## src/rtl/page_walker.sv

```systemverilog
module page_walker (
  input  logic        clk,
  input  logic        rst_n,
  input  logic        walk_req,
  input  logic [31:0] walk_va,
  input  logic [31:0] ttb0,
  input  logic [31:0] ttb1,
  input  logic [2:0]  split_n,
  input  logic        dis0,
  input  logic        dis1,
  output logic        mem_req,
  output logic [31:0] mem_addr,
  input  logic        mem_rvalid,
  input  logic [31:0] mem_rdata,
  output logic        done,
  output logic        fault,
  output logic        fault_lvl,
  output logic [31:0] pa_base,
  output logic [1:0]  pg_size,
  output logic [2:0]  perm,
  output logic [3:0]  domain,
  output logic [4:0]  attr
);
  typedef enum logic [1:0] {S_IDLE, S_L1, S_L2} st_t;
  st_t st;
  logic [7:0] mid_q;

  logic [5:0]  hi_shift;
  logic [31:0] hi_bits, lo_mask, l1_addr;
  logic        use_hi, walk_off;

  assign hi_shift = 6'd32 - {3'd0, split_n};
  assign hi_bits  = walk_va >> hi_shift;
  assign use_hi   = (split_n != 3'd0) && (hi_bits != 32'd0);
  assign lo_mask  = 32'hFFFF_FFFF << (5'd14 - {2'd0, split_n});
  assign l1_addr  = use_hi ? ((ttb1 & 32'hFFFF_C000) | {18'd0, walk_va[31:20], 2'b00})
                           : ((ttb0 & lo_mask)       | {18'd0, walk_va[31:20], 2'b00});
  assign walk_off = use_hi ? dis1 : dis0;
  assign mem_req  = (st != S_IDLE);

  always_ff @(posedge clk or negedge rst_n) begin
    if (!rst_n) begin
      st <= S_IDLE; mid_q <= '0; mem_addr <= '0;
      done <= 1'b0; fault <= 1'b0; fault_lvl <= 1'b0;
      pa_base <= '0; pg_size <= '0; perm <= '0; domain <= '0; attr <= '0;
    end else begin
      done <= 1'b0;
      case (st)
        S_IDLE: if (walk_req) begin
          mid_q <= walk_va[19:12];
          if (walk_off) begin
            done <= 1'b1; fault <= 1'b1; fault_lvl <= 1'b0;
          end else begin
            st <= S_L1; mem_addr <= l1_addr;
          end
        end
        S_L1: if (mem_rvalid) begin
          case (mem_rdata[1:0])
            2'b01: begin
              st       <= S_L2;
              mem_addr <= {mem_rdata[31:10], mid_q, 2'b00};
              domain   <= mem_rdata[8:5];
            end
            2'b10: begin
              st <= S_IDLE; done <= 1'b1; fault <= 1'b0;
              perm <= {mem_rdata[15], mem_rdata[11:10]};
              attr <= {mem_rdata[14:12], mem_rdata[3:2]};
              if (mem_rdata[18]) begin
                pa_base <= {mem_rdata[31:24], 24'd0}; pg_size <= 2'd3; domain <= 4'd0;
              end else begin
                pa_base <= {mem_rdata[31:20], 20'd0}; pg_size <= 2'd2; domain <= mem_rdata[8:5];
              end
            end
            default: begin
              st <= S_IDLE; done <= 1'b1; fault <= 1'b1; fault_lvl <= 1'b0;
            end
          endcase
        end
        S_L2: if (mem_rvalid) begin
          st <= S_IDLE; done <= 1'b1;
          perm <= {mem_rdata[9], mem_rdata[5:4]};
          case (mem_rdata[1:0])
            2'b00: begin fault <= 1'b1; fault_lvl <= 1'b1; end
            2'b01: begin
              fault <= 1'b0; pa_base <= {mem_rdata[31:16], 16'd0}; pg_size <= 2'd1;
              attr <= {mem_rdata[14:12], mem_rdata[3:2]};
            end
            default: begin
              fault <= 1'b0; pa_base <= {mem_rdata[31:12], 12'd0}; pg_size <= 2'd0;
              attr <= {mem_rdata[8:6], mem_rdata[3:2]};
            end
          endcase
        end
        default: st <= S_IDLE;
      endcase
    end
  end
endmodule


```

## config.mk

```make
export PLATFORM = sky130hd
export DESIGN_NAME = page_walker
export DESIGN_NICKNAME = d
export VERILOG_FILES = /design/src/rtl/page_walker.sv
export SDC_FILE = /design/constraint.sdc
export NUM_CORES = 1
export LEC_CHECK = 0
export CORE_UTILIZATION = 29
export CTS_BUF_LIST = sky130_fd_sc_hd__clkbuf_8
export DETAILED_ROUTE_END_ITERATION = 16
export PLACE_DENSITY_LB_ADDON = 0.1
export SLEW_MARGIN = 10
export SYNTH_ARGS = -nofsm -noshare
export SYNTH_HDL_FRONTEND = slang
export SYNTH_SLANG_ARGS = --single-unit
export TNS_END_PERCENT = 30
```

## constraint.sdc

```tcl
create_clock -name clk -period 4.4 [get_ports clk]
set_clock_uncertainty 0.05 [all_clocks]
set_input_delay 0.66 -clock clk [delete_from_list [all_inputs] [get_ports clk]]
set_output_delay 0.66 -clock clk [all_outputs]
set_load 0.02 [all_outputs]
```

==> impl_metrics.ini <==
[status]
status = finished, final reports clean

[pwr]
p_per_area_mw_per_mm2 = 678.1
leakagePower_nw = 2.815
vdd_drop_max_mv = 0.3267

[route]
drtPass1Iterations = 4
drcViolationCount = 0
wl_mm = 12.89
via_per_inst = 4.682
vias = 3741
ant_nets = 0
wl_per_cell_um = 16.13
drt_iter0_drc = 127

[setup_path]
path_max_fanout = 32
crit_end = mem_addr[1]
timing.rr.start = st[1]
cp-startpoint = split_n[1]
r2r.worst_path.cells = 7
start_kind = primary input
crit_type = primary input to flip-flop
cp_slowest_cell = clkdlybuf4s50_1
crit_chain = clkdlybuf4s50_1 -> inv_1 -> ha_1 -> o21bai_2 -> a31oi_1 -> o31a_1 -> a31o_2 -> mux2i_2 -> nor3b_4 -> buf_12 -> mux2_2
r2r_setup_slack_ns = 1.59
arrival_ns = 3.72
r2r-end = pa_base[28]
cpPeakStageDelay_ns = 0.58
worstPathRequired_ns = 4.59
crit_path_end_kind = flip-flop

[global_routing]
antenna_found_initial = 0
grt_pass1_wl_mm = 20.49
top_usage_layer = met2
grtUsageTotal_pct = 16.75
grtUsageMet3_pct = 4.503
grt_max_degree = 80
grt_pass1_vias = 3796
grt_overflow_total = 0
gr-usage-met2_pct = 26.45
use_met1_pct = 21.87

[logic_synthesis]
yosysTopAreaCellShare_pct = 44.18
yosys.area.top_type = dfrtp_1
avgSynthCellArea_um2 = 10.29
yosysSeqAreaShare_pct = 44.18
synth_area_leaders = dfrtp_1, mux2_4, nand2_1
syn_area_mm2 = 0.004474
yosys_register_bits = 79
synth_warnings = 0
synth.distinct_cells = 38
synthCells = 435

[clock_tree]
cts_max_level = 3
clkTransAtPathRegs_ns = 0.09
cts_resized = 0
post_cts_buffers = 0
cts-root-buf = clkbuf_8
hold_buffers = 0
cts_tree = done
clockBufferDepth = 2
clock_latency_ns = 0.36
clock_sinks = 79
numCtsBuffers = 9

[die]
fp-row-count = 45
start_util_pct = 29.54
die_h_um = 126.2
coreArea_mm2 = 0.01515
die_area_mm2 = 0.01593
ios = 219
die_width_um = 126.2

[layout]
fillers = 1448
drive_above_1_share_pct = 12.44
area_delta_synth_final_pct = 47.40
num_antenna_cells = 0
fin_area_mm2 = 0.006595
regArea_mm2 = 0.001977
final_core_util_pct = 43.54
nets = 756
multi_input_area_mm2 = 0.002212

[placed_design]
gp_congestion = 0.7920
placed_area_mm2 = 0.006386
dp.final_hpwl_mm = 9.507
io_buffers = 180

[timing]
slew_headroom_pct = 31.03
post-route-period-util_pct = 80.02
worst_slew_pin_slew_ns = 1.035
fmax_mhz = 284.0
fin_tns_setup_ns = 0
period_minus_slack_ns = 3.521
slew_viol_final = 0
setup_violations = 0
hold_viol = 0
rsz0062_at_grt = no

[flow_run]
drv_cap = 0

[min_path]
hold_path_class = primary input to asynchronous set/reset pin
worst max-delay path: cells and delay by family:
| kind | cells | cell delay (ns) |
|---|---|---|
| buf+inv | 3 | 0.96 |
| mux | 2 | 0.60 |
| compound gates | 4 | 0.86 |
| fa+ha+maj | 1 | 0.36 |
| simple gates | 1 | 0.23 |
how the worst min path moves through the flow:
stage / startpoint / end / slack (ns)
detailed placement: domain[3] / domain[3] / 0.42
floorplan: rst_n / attr[0] / 0.31
finish: rst_n / fault / 0.43
global placement: attr[4] / attr[4] / 0.41
CTS: domain[3] / domain[3] / 0.44
global route: attr[3] / attr[3] / 0.46
through the flow:
stage	hold WS, ns	worst slack [ns]	power, mW	std cells
finish	0.4283	0.8790	4.472	799
global route	0.4647	0.7156	4.793	799
CTS	0.4430	0.8948	4.547	799
detailed placement	0.4233	0.5033	3.945	783
global placement	0.4130	0.5288	3.913	783
floorplan	0.3144	1.508	2.951	446
logic make-up (layout without fill, tap and decap cells):
kind of cell             Yosys count  in the layout  synth area share (%)
AND/OR/NAND/NOR                  125            125                 13.42
AO/OA/AOI/OAI                     87             87                 13.23
flip-flops                        79             79                 44.18
buffers and inverters             67            232                 7.355
multiplexers                      63             63                 18.09
adder cells (fa/ha/maj)           13             13                 3.635
other                              1             12               0.08381
metal layers:
metal	vias to the layer above	routed length, um
li1	1828	-
met5	-	0
met1	1782	5978
met4	0	190
met3	12	810
met2	119	5909
cells in the mapped netlist, drive strengths merged:
cell,n
a2111oi,1
a21boi,1
a21o,1
a21oi,7
a221o,1
a22o,4
a31o,1
a31oi,5
a41oi,1
buf,19
clkbuf,16
conb,1
dfrtp,79
ha,13
inv,32
mux2,50
mux2i,13
nand2,67
nand2b,11
nand3,4
nand3b,17
nor2,16
nor2b,3
nor3,4
nor3b,2
o21ai,35
o21bai,1
o22a,2
o311ai,17
o31a,9
o31ai,1
or3,1
layout by cell type (no fill, tap or decap), drive strengths merged, types with 3 or more instances in the layout:
master and instances:
a21oi 7, a22o 4, a31oi 5, buf 5
clkbuf 11, clkdlybuf4s50 179, conb 12, dfrtp 79
ha 13, inv 33, mux2 50, mux2i 13
nand2 67, nand2b 11, nand3 4, nand3b 17
nor2 16, nor2b 3, nor3 4, o21ai 35
o311ai 17, o31a 9
state kept, by name, summed over array words and instances (netlist names):
signal and count:
domain 4, fault 1, perm 3, mem_addr 32, pg_size 2, st 2
done 1, fault_lvl 1, attr 5, pa_base 20, mid_q 8
power by group:
part | switching [mW] | total [mW] | internal (mW) | leakage, nW
sequential | 0.176 | 1.25 | 1.07 | 0.967
combinational | 1.29 | 2.65 | 1.36 | 1.74
clock | 0.284 | 0.576 | 0.292 | 0.103
total | 1.75 | 4.47 | 2.73 | 2.81
layout make-up:
type	count	area share, %
multi-input combinational	300	33.54
sequential	79	29.98
timing repair buffer	184	27.93
tap	188	3.567
clock buffer	11	2.296
inverter	32	1.821
clock inverter	5	0.8727
Power figures use the tool's default switching activity.
